--- src/rtl/dsp_ext_pkg.sv ---
package dsp_ext_pkg;
  localparam int EXT_W  = 8;
  localparam int NUM_AR = 4;
  localparam int CMD_W  = 3;
  localparam int SEL_W  = 3;
  localparam int PTR_W  = $clog2(NUM_AR);

  typedef enum logic [CMD_W-1:0] {
    AR_NOP   = 3'd0,
    AR_CLR   = 3'd1,
    AR_DEC   = 3'd2,
    AR_INC   = 3'd3,
    AR_ADDIX = 3'd4
  } ar_cmd_e;

  typedef struct packed {
    logic                             wr;
    logic [PTR_W-1:0]                 wr_ar;
    logic [PTR_W-1:0]                 wr_src;
    logic                             rd0;
    logic [PTR_W-1:0]                 rd0_ar;
    logic [SEL_W-1:0]                 rd0_dst;
    logic                             rd1;
    logic [SEL_W-1:0]                 rd1_dst;
    logic                             mv;
    logic [SEL_W-1:0]                 mv_dst;
    logic [PTR_W-1:0]                 mv_src;
    logic [NUM_AR-1:0][CMD_W-1:0]     cmd;
  } ext_act_t;

  function automatic logic [CMD_W-1:0] step_cmd(input logic use_ix);
    return use_ix ? AR_ADDIX : AR_INC;
  endfunction
endpackage

--- src/rtl/dsp_ext_decode.sv ---
module dsp_ext_decode
  import dsp_ext_pkg::*;
(
  input  logic [EXT_W-1:0] op,
  input  logic             epi,
  output ext_act_t         act
);
  localparam logic [PTR_W-1:0] PTR_LAST = PTR_W'(NUM_AR-1);

  always_comb begin
    act = '0;
    if (op != '0) begin
      case (op[7:4])
        4'h0: if (!epi) act.cmd[op[1:0]] = {1'b0, op[3:2]} + 3'd1;
        4'h1: if (!epi) begin
          act.mv     = 1'b1;
          act.mv_src = op[1:0];
          act.mv_dst = {1'b0, op[3:2]};
        end
        4'h2, 4'h3: if (!epi) begin
          act.wr             = 1'b1;
          act.wr_ar          = op[1:0];
          act.wr_src         = op[4:3];
          act.cmd[op[1:0]]   = step_cmd(op[2]);
        end
        4'h4, 4'h5, 4'h6, 4'h7: if (!epi) begin
          act.rd0            = 1'b1;
          act.rd0_ar         = op[1:0];
          act.rd0_dst        = op[5:3];
          act.cmd[op[1:0]]   = step_cmd(op[2]);
        end
        4'h8, 4'h9, 4'hA, 4'hB: begin
          if (!epi) begin
            act.wr     = 1'b1;
            act.wr_src = {1'b1, op[0]};
            if (op[1]) begin
              act.wr_ar  = '0;
              act.cmd[0] = step_cmd(op[2]);
            end else begin
              act.wr_ar         = PTR_LAST;
              act.cmd[PTR_LAST] = step_cmd(op[3]);
            end
          end else begin
            act.rd0     = 1'b1;
            act.rd0_dst = {1'b0, op[5:4]};
            if (op[1]) begin
              act.rd0_ar        = PTR_LAST;
              act.cmd[PTR_LAST] = step_cmd(op[3]);
            end else begin
              act.rd0_ar = '0;
              act.cmd[0] = step_cmd(op[2]);
            end
          end
        end
        default: if (!epi) begin
          act.rd0              = 1'b1;
          act.rd0_ar           = op[1:0];
          act.rd0_dst          = {1'b0, op[5], 1'b0};
          act.rd1              = 1'b1;
          act.rd1_dst          = {1'b0, op[4], 1'b1};
          act.cmd[op[1:0]]     = step_cmd(op[2]);
          act.cmd[PTR_LAST]    = step_cmd(op[3]);  // second pointer rule wins
        end
      endcase
    end
  end
endmodule

--- src/rtl/dsp_ext_issue.sv ---
module dsp_ext_issue
  import dsp_ext_pkg::*;
#(
  parameter int DW = 16,
  parameter int AW = 16
) (
  input  logic                          clk,
  input  logic                          rst,
  input  logic                          accept,
  input  logic                          do_wr,
  input  logic                          do_rd0,
  input  logic                          do_rd1,
  input  logic [NUM_AR-1:0][CMD_W-1:0]  cmd,
  input  logic [AW-1:0]                 wr_addr_i,
  input  logic [DW-1:0]                 wr_data_i,
  input  logic [AW-1:0]                 rd0_addr_i,
  input  logic [AW-1:0]                 rd1_addr_i,
  output logic                          mem_wr_en,
  output logic [AW-1:0]                 mem_wr_addr,
  output logic [DW-1:0]                 mem_wr_data,
  output logic                          mem_rd0_en,
  output logic [AW-1:0]                 mem_rd0_addr,
  output logic                          mem_rd1_en,
  output logic [AW-1:0]                 mem_rd1_addr,
  output logic [NUM_AR*CMD_W-1:0]       ar_cmd
);
  always_ff @(posedge clk) begin
    if (rst) begin
      mem_wr_en    <= 1'b0;
      mem_wr_addr  <= '0;
      mem_wr_data  <= '0;
      mem_rd0_en   <= 1'b0;
      mem_rd0_addr <= '0;
      mem_rd1_en   <= 1'b0;
      mem_rd1_addr <= '0;
      ar_cmd       <= '0;
    end else begin
      mem_wr_en  <= accept & do_wr;
      mem_rd0_en <= accept & do_rd0;
      mem_rd1_en <= accept & do_rd1;
      ar_cmd     <= accept ? cmd : '0;
      if (accept) begin
        mem_wr_addr  <= wr_addr_i;
        mem_wr_data  <= wr_data_i;
        mem_rd0_addr <= rd0_addr_i;
        mem_rd1_addr <= rd1_addr_i;
      end
    end
  end
endmodule

--- src/rtl/dsp_ext_commit.sv ---
module dsp_ext_commit
  import dsp_ext_pkg::*;
#(
  parameter int DW = 16
) (
  input  logic             clk,
  input  logic             rst,
  input  logic             accept,
  input  logic             epi,
  input  logic             do_rd0,
  input  logic             do_rd1,
  input  logic [SEL_W-1:0] rd0_dst,
  input  logic [SEL_W-1:0] rd1_dst,
  input  logic             do_mv,
  input  logic [SEL_W-1:0] mv_dst,
  input  logic [DW-1:0]    mv_data,
  input  logic [DW-1:0]    rd0_data,
  input  logic [DW-1:0]    rd1_data,
  output logic             reg_wr0_en,
  output logic [SEL_W-1:0] reg_wr0_sel,
  output logic [DW-1:0]    reg_wr0_data,
  output logic             reg_wr1_en,
  output logic [SEL_W-1:0] reg_wr1_sel,
  output logic [DW-1:0]    reg_wr1_data,
  output logic             pro_done,
  output logic             epi_done,
  output logic             busy
);
  logic             req_v, ret_v, p_epi, p_r0, p_r1;
  logic [SEL_W-1:0] p_d0, p_d1;

  assign busy = req_v | ret_v;

  always_ff @(posedge clk) begin
    if (rst) begin
      req_v <= 1'b0; ret_v <= 1'b0; p_epi <= 1'b0; p_r0 <= 1'b0; p_r1 <= 1'b0;
      p_d0 <= '0; p_d1 <= '0;
      reg_wr0_en <= 1'b0; reg_wr0_sel <= '0; reg_wr0_data <= '0;
      reg_wr1_en <= 1'b0; reg_wr1_sel <= '0; reg_wr1_data <= '0;
      pro_done <= 1'b0; epi_done <= 1'b0;
    end else begin
      reg_wr0_en <= 1'b0;
      reg_wr1_en <= 1'b0;
      pro_done   <= 1'b0;
      epi_done   <= 1'b0;
      ret_v      <= req_v;
      req_v      <= 1'b0;
      if (accept) begin
        if (do_rd0 | do_rd1) begin
          req_v <= 1'b1;
          p_epi <= epi;
          p_r0  <= do_rd0;
          p_r1  <= do_rd1;
          p_d0  <= rd0_dst;
          p_d1  <= rd1_dst;
        end else begin
          pro_done <= ~epi;
          epi_done <= epi;
        end
        if (do_mv) begin
          reg_wr0_en   <= 1'b1;
          reg_wr0_sel  <= mv_dst;
          reg_wr0_data <= mv_data;
        end
      end
      if (ret_v) begin
        reg_wr0_en   <= p_r0;
        reg_wr0_sel  <= p_d0;
        reg_wr0_data <= rd0_data;
        reg_wr1_en   <= p_r1;
        reg_wr1_sel  <= p_d1;
        reg_wr1_data <= rd1_data;
        pro_done     <= ~p_epi;
        epi_done     <= p_epi;
      end
    end
  end

  assert_move_now_R3: assert property (@(posedge clk) disable iff (rst)
    (accept && do_mv) |=> (reg_wr0_en && reg_wr0_sel == $past(mv_dst)));

  assert_done_excl_R10: assert property (@(posedge clk) disable iff (rst)
    !(pro_done && epi_done));
endmodule

--- src/rtl/dsp_ext_unit.sv ---
module dsp_ext_unit
  import dsp_ext_pkg::*;
#(
  parameter int DW = 16,
  parameter int AW = 16
) (
  input  logic                    clk,
  input  logic                    rst,
  input  logic [EXT_W-1:0]        ext_op,
  input  logic                    pro_go,
  input  logic                    epi_go,
  input  logic [NUM_AR*AW-1:0]    ar_val,
  input  logic [NUM_AR*DW-1:0]    src_words,
  output logic                    mem_wr_en,
  output logic [AW-1:0]           mem_wr_addr,
  output logic [DW-1:0]           mem_wr_data,
  output logic                    mem_rd0_en,
  output logic [AW-1:0]           mem_rd0_addr,
  input  logic [DW-1:0]           mem_rd0_data,
  output logic                    mem_rd1_en,
  output logic [AW-1:0]           mem_rd1_addr,
  input  logic [DW-1:0]           mem_rd1_data,
  output logic [NUM_AR*CMD_W-1:0] ar_cmd,
  output logic                    reg_wr0_en,
  output logic [SEL_W-1:0]        reg_wr0_sel,
  output logic [DW-1:0]           reg_wr0_data,
  output logic                    reg_wr1_en,
  output logic [SEL_W-1:0]        reg_wr1_sel,
  output logic [DW-1:0]           reg_wr1_data,
  output logic                    pro_done,
  output logic                    epi_done
);
  logic [AW-1:0] arv  [NUM_AR];
  logic [DW-1:0] srcv [NUM_AR];

  for (genvar i = 0; i < NUM_AR; i++) begin : g_unpack
    assign arv[i]  = ar_val[i*AW +: AW];
    assign srcv[i] = src_words[i*DW +: DW];
  end

  ext_act_t act;
  logic     busy, phase_epi, accept;

  // Prologue wins when both strobes arrive together
  assign phase_epi = ~pro_go;
  assign accept    = (pro_go | epi_go) & ~busy;

  dsp_ext_decode u_decode (
    .op  (ext_op),
    .epi (phase_epi),
    .act (act)
  );

  dsp_ext_issue #(.DW(DW), .AW(AW)) u_issue (
    .clk          (clk),
    .rst          (rst),
    .accept       (accept),
    .do_wr        (act.wr),
    .do_rd0       (act.rd0),
    .do_rd1       (act.rd1),
    .cmd          (act.cmd),
    .wr_addr_i    (arv[act.wr_ar]),
    .wr_data_i    (srcv[act.wr_src]),
    .rd0_addr_i   (arv[act.rd0_ar]),
    .rd1_addr_i   (arv[NUM_AR-1]),
    .mem_wr_en    (mem_wr_en),
    .mem_wr_addr  (mem_wr_addr),
    .mem_wr_data  (mem_wr_data),
    .mem_rd0_en   (mem_rd0_en),
    .mem_rd0_addr (mem_rd0_addr),
    .mem_rd1_en   (mem_rd1_en),
    .mem_rd1_addr (mem_rd1_addr),
    .ar_cmd       (ar_cmd)
  );

  dsp_ext_commit #(.DW(DW)) u_commit (
    .clk          (clk),
    .rst          (rst),
    .accept       (accept),
    .epi          (phase_epi),
    .do_rd0       (act.rd0),
    .do_rd1       (act.rd1),
    .rd0_dst      (act.rd0_dst),
    .rd1_dst      (act.rd1_dst),
    .do_mv        (act.mv),
    .mv_dst       (act.mv_dst),
    .mv_data      (srcv[act.mv_src]),
    .rd0_data     (mem_rd0_data),
    .rd1_data     (mem_rd1_data),
    .reg_wr0_en   (reg_wr0_en),
    .reg_wr0_sel  (reg_wr0_sel),
    .reg_wr0_data (reg_wr0_data),
    .reg_wr1_en   (reg_wr1_en),
    .reg_wr1_sel  (reg_wr1_sel),
    .reg_wr1_data (reg_wr1_data),
    .pro_done     (pro_done),
    .epi_done     (epi_done),
    .busy         (busy)
  );

  assert_zero_quiet_R1: assert property (@(posedge clk) disable iff (rst)
    (pro_go && !busy && ext_op == '0) |=>
      (ar_cmd == '0 && !mem_wr_en && !mem_rd0_en && !mem_rd1_en && !reg_wr0_en && pro_done));

  for (genvar k = 0; k < NUM_AR; k++) begin : g_cmd_chk
    assert_cmd_legal_R2: assert property (@(posedge clk) disable iff (rst)
      ar_cmd[k*CMD_W +: CMD_W] <= 3'd4);
  end

  assert_store_done_R4: assert property (@(posedge clk) disable iff (rst)
    mem_wr_en |-> (pro_done && !epi_done && !mem_rd0_en));

  assert_load_commit_R5: assert property (@(posedge clk) disable iff (rst)
    mem_rd0_en |=> ##1 (reg_wr0_en && (pro_done || epi_done)));

  assert_dual_pair_R6: assert property (@(posedge clk) disable iff (rst)
    reg_wr1_en |-> (reg_wr0_en && reg_wr1_sel[0] && !reg_wr0_sel[0]));

  assert_busy_ignore_R11: assert property (@(posedge clk) disable iff (rst)
    mem_rd0_en |=> (!mem_rd0_en && !mem_wr_en && ar_cmd == '0));
endmodule

--- config.mk ---
export PLATFORM = sky130hd
export DESIGN_NAME = dsp_ext_unit
export DESIGN_NICKNAME = d
export VERILOG_FILES = /design/src/rtl/dsp_ext_pkg.sv /design/src/rtl/dsp_ext_decode.sv /design/src/rtl/dsp_ext_issue.sv /design/src/rtl/dsp_ext_commit.sv /design/src/rtl/dsp_ext_unit.sv
export SDC_FILE = /design/constraint.sdc
export NUM_CORES = 1
export LEC_CHECK = 0
export BUFFER_PORTS_ARGS = -buffer_cell sky130_fd_sc_hd__buf_2
export CORE_ASPECT_RATIO = 1.25
export CORE_MARGIN = 5
export CORE_UTILIZATION = 55
export CTS_BUF_LIST = sky130_fd_sc_hd__clkbuf_8
export DETAILED_ROUTE_END_ITERATION = 12
export MAX_ROUTING_LAYER = met4
export PLACE_DENSITY_LB_ADDON = 0.25
export RECOVER_POWER = 50
export SLEW_MARGIN = 15
export SYNTH_ARGS = -nofsm -noshare
export SYNTH_HDL_FRONTEND = slang
export SYNTH_HIERARCHICAL = 1
export SYNTH_SLANG_ARGS = --single-unit
--- constraint.sdc ---
create_clock -name clk -period 5.05 [get_ports clk]
set_clock_uncertainty 0.1 [all_clocks]
set_input_delay 0.2525 -clock clk [delete_from_list [all_inputs] [get_ports clk]]
set_output_delay 0.2525 -clock clk [all_outputs]
set_load 0.05 [all_outputs]
Word-level counts from Yosys, hierarchy flattened --
Cells that the tools add are included.
Storage, ports and cells: bits in read-only memories 0, output and inout bits 121, memories kept 0, RAM bits 0, bits in latches 0, bits of input ports 172, word-level logic and storage cells 134, flip-flop bits (word level) 132
Cells by class: multiplexer cells 57, reductions and logical operators 17, shift-type cells 0, equal/unequal tests 11, add/sub/neg operators 1, magnitude comparators 6, $mul 0, bitwise gates (word level) 19, div/mod/pow operators 0
Operator list (number):
- 16-bit two-way mux | 11
- 16-bit binary-select mux with 2-bit select | 4
- 12-bit two-way mux | 3
- 3-bit two-way mux | 12
- 6-bit case mux with 3 select lines | 2
- 33-bit two-way mux | 1
- 12-bit bitwise AND | 2
- 6-bit two-way mux | 4
- 3-bit case mux with 4 select lines | 2
- 4-bit by 3-bit equality test with 1-bit output, second input constant | 4
- 4-bit equality test, second input constant | 4
- 3-bit >= comparator, second input constant | 4
- 2-bit NOT with 3-bit output | 4
- 12-bit OR reduction | 1
- 4-bit OR reduction | 3
- 1-bit two-way mux | 10
- 10-bit two-way mux | 1
- 5-bit two-way mux | 2
- 5-bit case mux with 2 select lines | 1
- 4-bit by 2-bit equality test with 1-bit output, second input constant | 2
- 8-bit nonzero test | 1
- 3-bit demux with 2-bit select | 1
- 1-bit NOT | 6
- 2-bit OR reduction | 3
- other kinds (15) | 23

Depth between registers and ports, before layout --
word-level depth 15, depth in mapped cells 10, depth with buffers taken out 7

By module --
Netlist, hierarchy kept.
Modules (own cells, without submodules):
- dsp_ext_issue | area an instance 2696.3 sq um, instances 1, cells an instance 238
- dsp_ext_commit | area an instance 2432.3 sq um, instances 1, cells an instance 234
- dsp_ext_unit | area an instance 1710.4 sq um, instances 1, cells an instance 82
- dsp_ext_decode | area an instance 716.9 sq um, instances 1, cells an instance 109

Least setup slack after synthesis --
OpenSTA, ideal clock, no wires.
kind input to register, start point input pro_go, end point register u_commit.reg_wr0_data[11], stages on the path 10, path slack 2.718 ns, setup time 0.153 ns, arrival 2.080 ns, required time 4.797 ns, cells stage by stage inv_1 -> buf_2 -> nor2_1 -> and3_1 -> and2_1 -> buf_6 -> buf_12 -> mux4_2 -> nor4bb_1 -> a2111oi_2
RTL lines:
- from (decl) | line dsp_ext_unit.sv:10 | input logic pro_go,
- to (signal assigned) | line dsp_ext_commit.sv:63 | reg_wr0_data <= mv_data;
- to (signal assigned) | line dsp_ext_commit.sv:69 | reg_wr0_data <= rd0_data;
- to (decl) | line dsp_ext_commit.sv:21 | output logic [DW-1:0] reg_wr0_data,

Final worst setup path --
start point input rst, end point register u_issue.mem_rd0_addr[1]
RTL lines:
- from (decl) | line dsp_ext_unit.sv:8 | input logic rst,
- to (signal assigned) | line dsp_ext_issue.sv:45 | mem_rd0_addr <= rd0_addr_i;
- to (decl) | line dsp_ext_issue.sv:22 | output logic [AW-1:0] mem_rd0_addr,
No word-level cell between the ends.

==> metrics.yaml <==
outcome:
  outcome: "finished, violations left"
  violations: "max-capacitance violations, max-slew violations"
power_and_ir_drop:
  switching_share_pct: 32.1
  vdd_drop_max_mv: 0.266
  comb_power_share_pct: 25.8
  clock_power_share_pct: 34.8
  p_sw_w: 0.000942
  pwr-share-seq_pct: 39.4
  internal_power_w: 0.00199
  p_per_area_nw_per_um2: 306
  p_leak_nw: 3.96
detailed_routing:
  route.vias.total: 6589
  antenna_left: 0
  dr.pass1.iters: 5
  avgRoutedWirePerCell_um: 19.6
  finalWirelength_mm: 22.5
  routed_via_density: 5.73
  drt-initial-drc-count: 541
  drc_errors: 0
placed_design:
  place_area_um2: 8800
  globalplace.congestion: 0.907
  placed_cells: 1068
  io_buffers: 292
  dp_hpwl_mm: 15.9
clock_network:
  clockBufferDepth: 2
  h-tree-depth: 4
  clk_pin_slew_ns: 0.07
  cts_inserted_buffers: 17
  cts_tree: "yes"
  clkLatencyLatePin_ns: 0.44
  ctsResizeCount: 0
  clock-root-buffer: "clkbuf_8"
  clock_sinks: 132
  cts_setup_buffers: 0
worst_hold_path:
  hold_path_depth: 3
  hp-class: "in2reg"
floorplan:
  fp.dieArea_um2: 16200
  dieWidth_um: 115
  rows: 48
  ios: 293
  core_um2: 13600
  fp.dieH_um: 141
  start_util_pct: 55.4
worst_setup_path:
  required_ns: 5.14
  path_class: "in2reg"
  ff2ff_path_depth: 5
  arrival_ns: 3.67
  end_kind: "flip-flop"
  critPathMaxFanout: 69
  ff2ff_setup_slack_ns: 2.06
  crit_path_start_kind: "input port"
logic_synthesis:
  synth_warnings: 6
  ys_async_sr_fraction_pct: 0
  syn_area_um2: 7560
  synth_top_area_share_pct: 35.0
  synth_cell_type_count: 63
  syn_inst: 663
  synth_edf_count: 0
  synth_flop_cell: "dfxtp_1"
  ys_top_cells_by_area: "dfxtp_1 (35%), mux2i_1 (12%), mux4_2 (12%)"
  synth_top_cell_by_area: "dfxtp_1"
  synth_seq_cells: 132
  yosysMostFrequentCell: "dfxtp_1"
  synthTopCellsByCount: "dfxtp_1 (132), nor2_1 (95), mux2i_1 (90), mux4_2 (40)"
  ys_seq_area_share_pct: 35.0
  avgSynthCellArea_um2: 11.4
global_route:
  grt_start_max_net_pins: 81
  grt_pass1_vias: 6620
  grt_overflow: 0
  grt_usage_pct: 27.3
  antenna_found_initial: 3
  grt_pass1_wl_mm: 33.8
finish:
  multi_input_area_um2: 4320
  drive_above_1_share_pct: 29.1
  instances_no_fill: 1149
  nNetsFinal: 1132
  nFillCells: 1090
  finish.instance_area_um2: 9570
  regArea_um2: 2650
  syn_to_final_growth_pct: 26.6
timing:
  tightest_slew_ns: 3.07
  drv_slew: 70
  worst_hold_slack_ns: 0.0453
  final.min_clock_period_ns: 3.58
  rsz0062_at_grt: "false"
  setup_viol: 0
  fin_setup_tns_ns: 0
  finalHoldViolCount: 0
  fmax_mhz: 279
  period_share_pct: 71.0
  slew_headroom_pct: -104
flow_run:
  maxCapViolations: 1
logic make-up (layout without fill, tap and decap cells):
logic type	Yosys count	after routing	synth area share, %
AO/OA/AOI/OAI	75	75	8.83
XOR/XNOR	2	2	0.232
adder cells (fa/ha/maj)	2	2	0.331
buffers and inverters	93	400	8.31
flip-flops	132	132	35.0
multiplexers	155	155	32.3
other	1	5	0.0496
AND/OR/NAND/NOR	203	203	14.9
flip-flops by register name (all words and copies together), names as in the netlist, 3 cells and up:
name / cells
u_commit/reg_wr0_data: 16
u_commit/reg_wr1_data: 16
u_issue/mem_rd0_addr: 16
u_issue/mem_rd1_addr: 16
u_issue/mem_wr_addr: 16
u_issue/mem_wr_data: 16
u_issue/ar_cmd: 12
u_commit/p_d0: 3
u_commit/p_d1: 3
u_commit/reg_wr0_sel: 3
u_commit/reg_wr1_sel: 3
path summary, 6_finish.rpt:
path / to / start
max: u_issue/mem_rd0_addr[1] / rst
max reg2reg: u_commit/reg_wr0_sel[1] / u_commit/ret_v
min reg2reg: u_commit/reg_wr1_en / u_commit/p_r1
min: u_commit/reg_wr0_data[2] / mem_rd0_data[2]
metrics by stage:
step	utilization (%)	total power [W]	worst slack, ns
6_report	70.2	0.00293	1.47
3_5_place_dp	64.6	0.00192	1.30
5_1_grt	70.2	0.00305	1.03
2_1_floorplan	-	0.00173	2.72
4_1_cts	71.3	0.00296	1.75
3_3_place_gp	64.6	0.00190	1.39
worst max-delay path, stage by stage:
cell	delay, ns
clkbuf_2	0.92
clkbuf_1	2.24
nor2_1	0.20
power groups by stage:
stage | clock (W) | sequential [W] | combinational (W)
after floorplan | 0 | 0.00139 | 0.000341
after global placement | 0 | 0.00117 | 0.000731
after detailed placement | 0 | 0.00118 | 0.000741
after CTS | 0.00104 | 0.00115 | 0.000771
after global routing | 0.00108 | 0.00116 | 0.000802
final | 0.00102 | 0.00116 | 0.000756
metal layers:
metal  track usage (%)  routed length, um
met5                 -                  0
met4              12.2                904
met3              7.21               1990
met2              44.5              10900
met1              31.5               8680
placed cells by master, fill, tap and decap left out, types with 3 or more instances in the layout:
| cell type | instances |
|---|---|
| and3_1 | 3 |
| nand3_1 | 3 |
| diode_2 | 3 |
| clkbuf_1 | 122 |
| o21ai_0 | 7 |
| nor2b_1 | 7 |
| nand2b_1 | 19 |
| a2111oi_2 | 15 |
| o21ai_1 | 4 |
| bufinv_16 | 5 |
| nand3b_1 | 4 |
| nor3_1 | 3 |
| and2_1 | 22 |
| nor2_1 | 95 |
| dfxtp_1 | 131 |
| dlygate4sd3_1 | 46 |
| a21oi_1 | 8 |
| mux4_2 | 40 |
| nor4bb_1 | 18 |
| mux2i_1 | 90 |
| a2111oi_1 | 3 |
| nand2_1 | 11 |
| buf_4 | 5 |
| a211oi_1 | 18 |
| buf_2 | 170 |
| clkbuf_8 | 19 |
| mux4_1 | 24 |
| inv_1 | 26 |
layout make-up:
class,instances,share of cell area [%]
Clock inverter,13,1.99
Tap cell,175,2.29
Clock buffer,19,2.73
Sequential cell,132,27.7
Multi-Input combinational cell,439,45.2
Timing Repair Buffer,345,19.1
Inverter,23,0.902
Antenna cell,3,0.0785
timing repair:
item,CTS,global route
setup endpoints to repair,0,0
endpoints found under the hold margin,46,0
hold buffers,46,0
Note: power is estimated with default switching activity, not from simulation.
